==> src/rtl/cs_dec_pkg.sv <==
package cs_dec_pkg;
  localparam int WORD_W  = 32;
  localparam int CMP_LSB = 15;
  localparam logic [WORD_W-1:0] BASE_KEEP = 32'hFFFF_9FE1;

  typedef struct packed {
    logic [1:0] port_size;
    logic [1:0] ecc_mode;
    logic       wprot;
    logic [2:0] mach_sel;
  } bank_attr_t;

  // attribute field sits in base bits 12:5
  function automatic bank_attr_t attr_of(input logic [7:0] fld);
    bank_attr_t a;
    a.port_size = fld[7:6];
    a.ecc_mode  = fld[5:4];
    a.wprot     = fld[3];
    a.mach_sel  = fld[2:0];
    return a;
  endfunction
endpackage

==> src/rtl/cs_bank_regs.sv <==
module cs_bank_regs
  import cs_dec_pkg::*;
#(
  parameter int NUM_BANKS = 12,
  localparam int BANK_W = $clog2(NUM_BANKS),
  localparam int IDX_W  = BANK_W + 1
) (
  input  logic              clk_i,
  input  logic              rst_ni,
  input  logic              wr_i,
  input  logic [IDX_W-1:0]  idx_i,
  input  logic [WORD_W-1:0] wdata_i,
  output logic [WORD_W-1:0] rdata_o,
  output logic [WORD_W-1:0] base_o [NUM_BANKS],
  output logic [WORD_W-1:0] opt_o  [NUM_BANKS]
);
  logic [BANK_W-1:0] sel;
  logic              in_range;

  assign sel      = idx_i[IDX_W-1:1];
  assign in_range = int'(sel) < NUM_BANKS;

  for (genvar b = 0; b < NUM_BANKS; b++) begin : g_bank
    always_ff @(posedge clk_i or negedge rst_ni) begin
      if (!rst_ni) begin
        base_o[b] <= '0;
        opt_o[b]  <= '0;
      end else if (wr_i && int'(sel) == b) begin
        if (idx_i[0]) opt_o[b]  <= wdata_i;
        else          base_o[b] <= wdata_i & BASE_KEEP;
      end
    end
  end

  always_comb begin
    rdata_o = '0;
    for (int b = 0; b < NUM_BANKS; b++) begin
      if (in_range && int'(sel) == b)
        rdata_o = idx_i[0] ? opt_o[b] : base_o[b];
    end
  end
endmodule

==> src/rtl/cs_bank_match.sv <==
module cs_bank_match
  import cs_dec_pkg::*;
#(
  parameter int NUM_BANKS = 12
) (
  input  logic [WORD_W-1:0]    addr_i,
  input  logic [WORD_W-1:0]    base_i [NUM_BANKS],
  input  logic [WORD_W-1:0]    opt_i  [NUM_BANKS],
  output logic [NUM_BANKS-1:0] hit_o
);
  for (genvar b = 0; b < NUM_BANKS; b++) begin : g_cmp
    logic [WORD_W-1:0] diff;
    assign diff     = (addr_i ^ base_i[b]) & opt_i[b];
    assign hit_o[b] = base_i[b][0] && ((diff >> CMP_LSB) == '0);
  end
endmodule

==> src/rtl/cs_prio_pick.sv <==
module cs_prio_pick #(
  parameter int N = 12,
  localparam int W = $clog2(N)
) (
  input  logic [N-1:0] req_i,
  output logic [N-1:0] gnt_o,
  output logic [W-1:0] idx_o,
  output logic         any_o
);
  // scan high to low so the lowest requester is written last
  always_comb begin
    gnt_o = '0;
    idx_o = '0;
    for (int b = N - 1; b >= 0; b--) begin
      if (req_i[b]) begin
        gnt_o    = '0;
        gnt_o[b] = 1'b1;
        idx_o    = W'(b);
      end
    end
  end
  assign any_o = |req_i;
endmodule

==> src/rtl/cs_bank_decoder.sv <==
module cs_bank_decoder
  import cs_dec_pkg::*;
#(
  parameter int NUM_BANKS = 12,
  localparam int BANK_W = $clog2(NUM_BANKS),
  localparam int IDX_W  = BANK_W + 1
) (
  input  logic                 clk_i,
  input  logic                 rst_ni,
  input  logic                 reg_wr_i,
  input  logic [IDX_W-1:0]     reg_idx_i,
  input  logic [WORD_W-1:0]    reg_wdata_i,
  output logic [WORD_W-1:0]    reg_rdata_o,
  input  logic                 acc_valid_i,
  input  logic                 acc_write_i,
  input  logic [WORD_W-1:0]    acc_addr_i,
  output logic [NUM_BANKS-1:0] cs_o,
  output logic                 hit_o,
  output logic [BANK_W-1:0]    bank_o,
  output logic [1:0]           port_size_o,
  output logic [1:0]           ecc_mode_o,
  output logic                 wprot_o,
  output logic [2:0]           mach_sel_o,
  output logic                 wp_err_o
);
  logic [WORD_W-1:0]    base_w [NUM_BANKS];
  logic [WORD_W-1:0]    opt_w  [NUM_BANKS];
  logic [NUM_BANKS-1:0] hit_vec, gnt;
  logic [BANK_W-1:0]    win_idx;
  logic                 any_hit;
  logic [7:0]           win_fld;
  bank_attr_t           win_attr, attr_q;
  logic                 blocked;
  logic [NUM_BANKS-1:0] cs_q;
  logic                 hit_q, err_q;
  logic [BANK_W-1:0]    bank_q;

  cs_bank_regs #(.NUM_BANKS(NUM_BANKS)) u_regs (
    .clk_i   (clk_i),
    .rst_ni  (rst_ni),
    .wr_i    (reg_wr_i),
    .idx_i   (reg_idx_i),
    .wdata_i (reg_wdata_i),
    .rdata_o (reg_rdata_o),
    .base_o  (base_w),
    .opt_o   (opt_w)
  );

  cs_bank_match #(.NUM_BANKS(NUM_BANKS)) u_match (
    .addr_i (acc_addr_i),
    .base_i (base_w),
    .opt_i  (opt_w),
    .hit_o  (hit_vec)
  );

  cs_prio_pick #(.N(NUM_BANKS)) u_pick (
    .req_i (hit_vec),
    .gnt_o (gnt),
    .idx_o (win_idx),
    .any_o (any_hit)
  );

  always_comb begin
    win_fld = '0;
    for (int b = 0; b < NUM_BANKS; b++)
      if (gnt[b]) win_fld = base_w[b][12:5];
  end
  assign win_attr = attr_of(win_fld);
  assign blocked  = acc_write_i && win_attr.wprot;

  always_ff @(posedge clk_i or negedge rst_ni) begin
    if (!rst_ni) begin
      cs_q   <= '0;
      hit_q  <= 1'b0;
      bank_q <= '0;
      attr_q <= '0;
      err_q  <= 1'b0;
    end else begin
      if (acc_valid_i && any_hit) begin
        cs_q   <= blocked ? '0 : gnt;
        hit_q  <= 1'b1;
        bank_q <= win_idx;
        attr_q <= win_attr;
      end else begin
        cs_q   <= '0;
        hit_q  <= 1'b0;
        bank_q <= '0;
        attr_q <= '0;
      end
      if (acc_valid_i && any_hit && blocked) err_q <= 1'b1;
    end
  end

  assign cs_o        = cs_q;
  assign hit_o       = hit_q;
  assign bank_o      = bank_q;
  assign port_size_o = attr_q.port_size;
  assign ecc_mode_o  = attr_q.ecc_mode;
  assign wprot_o     = attr_q.wprot;
  assign mach_sel_o  = attr_q.mach_sel;
  assign wp_err_o    = err_q;

  assert_cs_onehot_R5: assert property (@(posedge clk_i) disable iff (!rst_ni)
    $onehot0(cs_o));
  assert_idle_quiet_R5: assert property (@(posedge clk_i) disable iff (!rst_ni)
    !acc_valid_i |=> (cs_o == '0 && !hit_o));
  assert_cs_needs_hit_R3: assert property (@(posedge clk_i) disable iff (!rst_ni)
    (cs_o != '0) |-> (hit_o && cs_o[bank_o]));
  assert_bank_range_R4: assert property (@(posedge clk_i) disable iff (!rst_ni)
    hit_o |-> (int'(bank_o) < NUM_BANKS));
  assert_prot_write_blocked_R7: assert property (@(posedge clk_i) disable iff (!rst_ni)
    (acc_valid_i && acc_write_i) |=> (!(hit_o && wprot_o) || (cs_o == '0 && wp_err_o)));
  assert_err_sticky_R7: assert property (@(posedge clk_i) disable iff (!rst_ni)
    wp_err_o |=> wp_err_o);
  assert_miss_attr_zero_R6: assert property (@(posedge clk_i) disable iff (!rst_ni)
    !hit_o |-> (port_size_o == '0 && ecc_mode_o == '0 && !wprot_o && mach_sel_o == '0));
endmodule

==> config.mk <==
export PLATFORM = sky130hd
export DESIGN_NAME = cs_bank_decoder
export DESIGN_NICKNAME = d
export VERILOG_FILES = /design/src/rtl/cs_dec_pkg.sv /design/src/rtl/cs_bank_regs.sv /design/src/rtl/cs_bank_match.sv /design/src/rtl/cs_prio_pick.sv /design/src/rtl/cs_bank_decoder.sv
export SDC_FILE = /design/constraint.sdc
export NUM_CORES = 1
export LEC_CHECK = 0
export ABC_CLOCK_PERIOD_IN_PS = 3700
export CAP_MARGIN = 0
export CORE_MARGIN = 1
export CORE_UTILIZATION = 30
export CTS_BUF_LIST = sky130_fd_sc_hd__clkbuf_2 sky130_fd_sc_hd__clkbuf_4 sky130_fd_sc_hd__clkbuf_8
export CTS_CLUSTER_DIAMETER = 120
export DETAILED_ROUTE_END_ITERATION = 12
export DONT_BUFFER_PORTS = 1
export GPL_TIMING_DRIVEN = 0
export PLACE_DENSITY_LB_ADDON = 0.3
export SYNTH_ARGS = -nofsm -noshare
export SYNTH_HDL_FRONTEND = slang
export SYNTH_SLANG_ARGS = --single-unit
==> constraint.sdc <==
create_clock -name clk_i -period 3.7 [get_ports clk_i]
set_input_delay 0.37 -clock clk_i [delete_from_list [all_inputs] [get_ports clk_i]]
set_output_delay 0.37 -clock clk_i [all_outputs]
set_load 0.005 [all_outputs]
== Word-level counts from Yosys, hierarchy flattened ==
Cells that the tools add are included.

* Bitwise logic cells: 25
* Reduce and logical (&&, ||, !) cells: 77
* Eq/ne operators: 11
* Multiplexer cells: 65
* $lt $le $gt $ge: 1

{| class="wikitable"
|+ Operators with widths
! kind !! number
|-
| $mux 32 || 24
|-
| $and 32x32->32 || 12
|-
| $logic_not 32->1 || 12
|-
| $xor 32x32->32 || 12
|-
| $mux 12 || 14
|-
| $mux 8 || 13
|-
| $mux 4 || 13
|-
| $reduce_and 2->1 || 24
|-
| $logic_and 1x1->1 || 39
|-
| $eq 4x4->1 const B || 8
|-
| $reduce_or 12->1 || 1
|-
| $eq 4x3->1 const B || 2
|-
| $eq 4x2->1 const B || 1
|-
| $logic_not 4->1 || 1
|-
| $lt 4x4->1 const B || 1
|-
| $mux 1 || 1
|-
| $not 1->1 || 1
|}

* Output and inout bits: 58
* Logic and storage cells: 211
* Bits in registers: 722
* Bits of input ports: 74

== Longest topological paths before layout ==
Gate-level depths: netlist of the first run.

* Depth in word-level cells: 31
* Gate-level depth with buffers: 13
* Mapped depth without buffers: 10

== Modules after synthesis ==
A second synthesis of the first run with hierarchy kept.

* Cell total of the unflattened synthesis: 2,996
* Area total of the unflattened synthesis: 37,778.7 um^2

{| class="wikitable"
|+ By module, submodules not included
! module !! area each (um^2) !! times used !! cells each
|-
| cs_bank_regs || 32,917.8 || 1 || 2,385
|-
| cs_bank_match || 2,939.1 || 1 || 380
|-
| cs_bank_decoder || 1,690.4 || 1 || 196
|-
| cs_prio_pick || 231.5 || 1 || 35
|}

== Least setup slack after synthesis of the first run ==
Ideal clock, no wire load.

* Kind: input -> register
* From: input acc_addr_i[31]
* To: register cs_q[7], in the netlist cs_o[7]
* Cell stages on the path: 13
* Path slack: 0.898 ns
* Data arrival time: 2.671 ns
* Path buffers: 3
* Required time: 3.569 ns
* Cell sequence: buf_6 -> xor2_1 -> a22oi_1 -> nand4_1 -> nor4_4 -> nor3b_1 -> and3_1 -> buf_6 -> a2111oi_4 -> o221a_1 -> buf_6 -> nand2b_4 -> nor2_1

* Longest elaborated chain between the ends: 30
* Elaborated cells between the ends (all ways): 77

{| class="wikitable"
|+ Ends and longest elaborated chain
! item !! line !! RTL
|-
| start, declared || cs_bank_decoder.sv:16 || <nowiki>input logic [WORD_W-1:0] acc_addr_i,</nowiki>
|-
| $xor 32x32->32 || cs_bank_match.sv:13 || <nowiki>assign diff = (addr_i ^ base_i[b]) & opt_i[b];</nowiki>
|-
| $and 32x32->32 || cs_bank_match.sv:13 ||
|-
| $logic_not 32->1 || cs_bank_match.sv:14 || <nowiki>assign hit_o[b] = base_i[b][0] && ((diff >> CMP_LSB) == '0);</nowiki>
|-
| $logic_and 1x1->1 || cs_bank_match.sv:14 ||
|-
| $mux 12 (11 in series) || cs_prio_pick.sv:15 || <nowiki>if (req_i[b]) begin</nowiki>
|-
| $mux 8 (12 in series) || cs_bank_decoder.sv:66 || <nowiki>if (gnt[b]) win_fld = base_w[b][12:5];</nowiki>
|-
| $logic_and 1x1->1 || cs_bank_decoder.sv:69 || <nowiki>assign blocked = acc_write_i && win_attr.wprot;</nowiki>
|-
| $mux 12 || cs_bank_decoder.sv:80 || <nowiki>cs_q <= blocked ? '0 : gnt;</nowiki>
|-
| $mux 12 * || cs_bank_decoder.sv:79 || <nowiki>if (acc_valid_i && any_hit) begin</nowiki>
|-
| end signal, assigned || cs_bank_decoder.sv:80 ||
|-
| end, declared || cs_bank_decoder.sv:34 || <nowiki>logic [NUM_BANKS-1:0] cs_q;</nowiki>
|}

Every way passes the cells marked *; elsewhere a longest branch is shown, timed or not.
A chain may end at the register's enable or synchronous reset.

== Worst setup path after layout of the first run ==
* From: register u_regs.base_o[378] (netlist bit)
* To: register attr_q, in the netlist ecc_mode_o[1]

* Longest elaborated chain between the ends: 18
* Elaborated cells between the ends (all ways): 20

{| class="wikitable"
|+ Ends and longest elaborated chain
! item !! line !! RTL
|-
| start, declared || cs_bank_regs.sv:14 || <nowiki>output logic [WORD_W-1:0] base_o [NUM_BANKS],</nowiki>
|-
| start signal, assigned by index || cs_bank_regs.sv:30 || <nowiki>else base_o[b] <= wdata_i & BASE_KEEP;</nowiki>
|-
| $xor 32x32->32 * || cs_bank_match.sv:13 ||
|-
| $and 32x32->32 * || cs_bank_match.sv:13 ||
|-
| $logic_not 32->1 * || cs_bank_match.sv:14 ||
|-
| $logic_and 1x1->1 * || cs_bank_match.sv:14 ||
|-
| $mux 12 || cs_prio_pick.sv:15 ||
|-
| $mux 8 (12 in series) || cs_bank_decoder.sv:66 ||
|-
| $mux 8 * || cs_bank_decoder.sv:79 ||
|-
| end signal, assigned || cs_bank_decoder.sv:83 || <nowiki>attr_q <= win_attr;</nowiki>
|-
| end, declared || cs_bank_decoder.sv:32 || <nowiki>bank_attr_t win_attr, attr_q;</nowiki>
|}

Marked as above.

==> results_dict.tcl, run 1 <==
set metrics [dict create \
    utilization_pct 35.1 \
    max_freq_mhz 273 \
    die_area_um2 123000 \
    avgSynthCellArea_um2 12.6 \
    gp_congestion 0.915 \
    crit_type "reg -> reg" \
    cts.sinks 722 \
    worst_slew_pin_slew_ns 4.31 \
    wl_per_cell_um 27.5 \
    syn_inst 2881 \
    synthesis.nets 2955 \
    drv_slew 611 \
    route.detailed.drc 0 \
    grt_util_all_layers_pct 21.3 \
    crit_path_end_kind "register" \
    ys_warn_count 0 \
    place_area_um2 38400 \
    drtAntennaViolNets 0 \
    cts_tree "built" \
    ios 132 \
    drv_cap 0 \
    drt_pass1_iterations 5 \
    synthArstFlopShare_pct 100 \
    fp.dieW_um 350 \
    whs_ns -0.612 \
    final_common_cell "dfrtp_1" \
    finClkSkew_ns 0.0398 \
    startpoint_type "register" \
    synth_area_leaders "dfrtp_1 50%, mux2_2 22%, mux2i_1 8.7%" \
    initial_core_util_pct 30.3 \
    cellPowerDensity_nw_per_um2 559 \
    ir_worst_vdd_uv 347 \
    insertion_delay_ns 0.84 \
    seq_area_frac_synth_pct 49.6 \
    cts_root_buffer "clkbuf_8" \
    grt_pass1_wl_mm 189 \
    max_slew_margin_pct -188 \
    grt_pass1_vias 26000 \
    cts_max_path_buffers 3 \
    hold_path_class "in -> async" \
    violations "negative hold slack, max-slew violations" \
    via_per_inst 5.36 \
    nNetsFinal 3138 \
    drive_above_1_share_pct 34.7 \
    netlist.area_leader.share_pct 49.6 \
    htreeDepth 4 \
    setup_viol 0 \
    place_hpwl_mm 96.8 \
    ys.flop_type "dfrtp_1" \
    rsz0062_at_grt "false" \
    routed_wl_mm 131 \
    stdcell_area_um2 42100 \
    critPathArrivalTime_ns 4.30 \
    ctsHoldBuffers 34 \
    grt_max_degree 723 \
    antenna_found_initial 5 \
    final_hold_viol_count 303 \
    dieHeight_um 350 \
    total_leakage_power_uw 0.0190 \
    synth_cell_types 64 \
    numCtsBuffers 135 \
    finalCritPeriodShare_pct 98.8 \
    numPortBuffers 0 \
    nFillCells 12000 \
    synth_edf_count 0 \
    yosys.area.top_type "dfrtp_1" \
    outcome "finished, violations left" \
    layout_common_cells "722 x dfrtp_1, 701 x mux2_2, 315 x mux2i_1" \
    path_max_fanout 10 \
    post-route-min-period_ns 3.66 \
    via_count 25600 \
    netlist_area_um2 36400 \
    p_total_uw 23500 \
    ys_ff_latch 722 \
    core_area_um2 120000 \
    gr-total-overflow 0 \
    initialDrtViolationCount 2031 \
    area_delta_synth_final_pct 15.7 \
    cp.required_ns 4.34 \
    rows 127 \
    path_clk_slew_ns 0.06 \
]
==> metal layers <==
layer | up-vias | wire [um] | global-route usage, % | part of all wire [%]
li1 | 11000 | - | - | -
met1 | 13700 | 58200 | 28.3 | 44
met2 | 703 | 63700 | 35.3 | 49
met3 | 180 | 5960 | 3.49 | 4.5
met4 | 0 | 3310 | 6.59 | 2.5
met5 | - | 0 | 0 | 0
==> state kept, by name (all words and copies together) (netlist names) <==
register,flops
u_regs.base_o,312
cs_o,12
hit_o,1
u_regs.opt_o,384
ecc_mode_o,2
wprot_o,1
mach_sel_o,3
wp_err_o,1
bank_o,4
port_size_o,2
==> layout make-up <==
cell class                 count  area, um2  share of cell area [%]
buffer                       229       1110                    2.64
multi-input combinational   1917      17600                    41.7
inverter                      10       37.5                  0.0891
timing repair buffer          49        478                    1.13
sequential                   722      18100                    42.9
antenna                        2       5.00                  0.0119
clock inverter                19        148                   0.350
tap                         1612       2020                    4.79
clock buffer                 214       2710                    6.43
==> cells by family after synthesis <==
kind of cell           Yosys count  synth area share, %
AND/OR/NAND/NOR                306                 4.53
flip-flops                     722                 49.6
AO/OA/AOI/OAI                  388                 7.43
buffers and inverters          242                 2.93
XOR/XNOR                       204                 4.99
multiplexers                  1019                 30.5
==> cells in the mapped netlist, drive strengths merged, types with 2 or more instances <==
master,instances
dfrtp,722
mux2,701
mux2i,315
xor2,204
clkbuf,188
a22oi,126
o22ai,112
nand2,111
buf,44
nor2,41
nor4,40
a21oi,37
nand4,31
o221ai,28
o31ai,25
o21ai,24
nor3,22
nand3,15
inv,10
nand2b,9
nor2b,8
and3,7
a21boi,6
a211oi,4
a21o,4
nor3b,4
or3,4
or4,4
a31oi,3
and2,3
mux4,3
o211ai,3
a2111oi,2
a221o,2
a222oi,2
a22o,2
nand3b,2
nor4b,2
o211a,2
or2,2
==> path summary, 6_finish.rpt <==
path	startpoint	slack, ns	end	depth (start not counted)
min in group clk_i	reg_wdata_i[6]	0.09	u_regs.base_o[134]	3
worst max-delay path	u_regs.base_o[378]	0.04	ecc_mode_o[1]	11
max in group asynchronous	rst_ni	1.09	u_regs.opt_o[311]	0
worst max register to register	u_regs.base_o[378]	0.04	ecc_mode_o[1]	11
worst min register to register	wp_err_o	0.49	wp_err_o	1
worst min-delay path	rst_ni	-0.61	mach_sel_o[0]	0
==> power breakdown <==
part / switching, uW / internal [uW] / total [uW]
Clock: 3600 / 4690 / 8290
Sequential: 1270 / 9430 / 10700
Combinational: 2290 / 2270 / 4550
==> stage by stage <==
stage | setup TNS, ns | instances | setup WS (ns) | hold WS, ns
final | 0 | 4774 | 0.0430 | -0.612
after global placement | -47.55 | 4493 | -1.27 | 0.160
after CTS | 0 | 4763 | 0.00413 | -0.694
after global routing | 0 | 4774 | 0.000607 | -0.682
after detailed placement | -47.31 | 4493 | -1.33 | 0.169
after floorplan | 0 | 2881 | 0.898 | 0.0744
==> critical path, cell delays in order (launching register included) <==
cell and delay [ns]:
dfrtp_1 0.40, xor2_1 0.17, a22oi_1 0.36, nand4_1 0.19, nor3_2 0.53, clkbuf_2 0.35, clkbuf_2 0.38, nand2_1 0.13
o21ai_0 0.09, o21ai_0 0.24, a21o_1 0.26, a21oi_1 0.38
==> what timing repair did <==
| action | 4_1_cts | 5_1_grt |
|---|---|---|
| endpoints found under the setup margin | 55 | 25 |
| buffers inserted | 5 | 10 |
| endpoints found under the hold margin | 847 | 722 |
| pin swaps | 3 | 6 |
| resized for setup | 111 | 12 |
(Power assumes the default switching activity.)
==> inputs of run 2 (changes only) <==
CORE_UTILIZATION = 24   (was 30)
==> results_dict.tcl, run 2 (synthesized netlist as in run 1, its figures left out) <==
set metrics [dict create \
    crit_type "in -> out" \
    drv_slew 642 \
    hold_path_class "in -> async" \
    die_area_um2 153000 \
    worst_slew_pin_slew_ns 3.28 \
    antenna_found_initial 7 \
    cp.required_ns 3.33 \
    drive_above_1_share_pct 35.3 \
    path_clk_slew_ns 0.05 \
    insertion_delay_ns 0.85 \
    cts_tree "built" \
    path_buf_inv 2 \
    grt_max_degree 723 \
    routed_wl_mm 137 \
    initial_core_util_pct 24.2 \
    crit_path_top_delay_cell "nor4_2" \
    final_common_cell "dfrtp_1" \
    grt_pass1_vias 26200 \
    finClkSkew_ns 0.0506 \
    ios 132 \
    grt_util_all_layers_pct 17.7 \
    setup_tns_ns -0.0266 \
    setup_ws_ns -0.0266 \
    startpoint_type "primary input" \
    cts.sinks 722 \
    rsz0062_at_grt "true" \
    rows 142 \
    htreeDepth 4 \
    place_hpwl_mm 102 \
    critPathArrivalTime_ns 3.36 \
    finalCritPeriodShare_pct 101 \
    layout_common_cells "722 x dfrtp_1, 701 x mux2_2, 315 x mux2i_1" \
    gr-total-overflow 0 \
    post-route-min-period_ns 3.73 \
    whs_ns -0.612 \
    path_delay_family "compound AO/OA/AOI/OAI gates" \
    via_count 25500 \
    max_freq_mhz 268 \
    grt_pass1_wl_mm 195 \
    final_hold_viol_count 696 \
    drtAntennaViolNets 0 \
    crit_path_end_kind "primary output" \
    setup_viol 1 \
    dieHeight_um 392 \
    slowest_delay_ns 0.46 \
    drt_pass1_iterations 5 \
    r2r_end "port_size_o[0]" \
    cellPowerDensity_nw_per_um2 558 \
    path_max_fanout 10 \
    drv_cap 0 \
    via_per_inst 4.91 \
    total_leakage_power_uw 0.0191 \
    max_slew_margin_pct -119 \
    fp.dieW_um 392 \
    cts_root_buffer "clkbuf_8" \
    cts_max_path_buffers 3 \
    area_delta_synth_final_pct 17.7 \
    route.detailed.drc 0 \
    largest_register_ffs 384 \
    violations "negative hold slack, max-slew violations, negative setup slack" \
    ff2ff_path_depth 13 \
    outcome "finished, violations left" \
    timing.rr.start "u_regs.base_o[314]" \
    gp_congestion 0.883 \
    numPortBuffers 0 \
    wl_per_cell_um 26.4 \
    core_area_um2 150000 \
    regMostFlops "u_regs.opt_o" \
    utilization_pct 28.5 \
    numCtsBuffers 140 \
    initialDrtViolationCount 2048 \
    nNetsFinal 3144 \
    crit_chain "clkbuf_1, nor2_1, nand2_2, clkbuf_2, o22ai_1, o31ai_1, o221ai_1, nor4_2, a21oi_1" \
    ctsHoldBuffers 34 \
    r2r_slack_ns 0.05 \
    ir_worst_vdd_uv 365 \
]
run 2: cell count changes in the layout (fill, tap and decap cells not counted), sizes merged:
cell    previous run  this run
clkbuf           398       417
bufinv             1         0
clkinv            10         6
buf               56        54
inv               14        17
run 2: where the power goes:
group / leakage, uW / switching, uW / internal, uW
Combinational: 0.00821 / 2380 / 2280
Sequential: 0.00926 / 1250 / 9430
Clock: 0.00159 / 3700 / 4870
Total: 0.0191 / 7320 / 16600
run 2: through the flow:
stage                     total power (uW)  cell area (um2)  worst slack, ns  cells
after floorplan                      13600            36400            0.898   2881
after global placement               15100            38900            -1.25   4897
after detailed placement             15200            39000            -1.27   4898
after CTS                            24000            42700         -0.00875   5188
after global routing                 24900            42900          -0.0154   5193
final                                23900            42900          -0.0266   5193
run 2: cell type report:
type | count | area (um2)
buffer | 231 | 1120
multi-input combinational | 1917 | 17600
tap | 2016 | 2520
inverter | 10 | 37.5
clock inverter | 17 | 134
sequential | 722 | 18100
timing repair buffer | 48 | 470
antenna | 2 | 5.00
clock buffer | 230 | 2850
fill | 15700 | 107000
run 2: worst reg2reg max path, cell delays in order, from the launching register on:
cell and delay (ns):
dfrtp_1 0.40, xor2_1 0.18, a22oi_1 0.45, nand4_1 0.25, nor3_4 0.25, buf_12 0.16
nor4_4 0.06, buf_2 0.21, nand3_1 0.21, clkbuf_2 0.35, o22ai_1 0.13, nor2_1 0.25
o21ai_0 0.29, a21oi_2 0.35
run 2: how the worst max path moves through the flow:
stage	from	end	slack [ns]	cells after the start
2_1_floorplan	acc_addr_i[31]	cs_o[7]	0.90	13
3_3_place_gp	reg_idx_i[0]	reg_rdata_o[30]	-1.25	9
3_5_place_dp	reg_idx_i[0]	reg_rdata_o[30]	-1.27	9
4_1_cts	reg_idx_i[2]	reg_rdata_o[14]	-0.009	9
5_1_grt	u_regs.base_o[335]	mach_sel_o[0]	-0.02	14
6_report	reg_idx_i[4]	reg_rdata_o[18]	-0.03	9
run 2: routing by layer:
layer | up-vias | GRT usage, % | wire (um)
met1 | 13500 | 23.7 | 61100
met5 | - | 0 | 0
met2 | 721 | 28.9 | 65500
met3 | 209 | 2.87 | 6790
met4 | 0 | 5.58 | 3810
li1 | 11000 | - | -
run 2: what timing repair did:
item,4_1_cts,5_1_grt
pin swaps,7,7
resized for setup,107,37
endpoints found under the hold margin,846,722
endpoints found under the setup margin,55,29
setup buffers,9,4
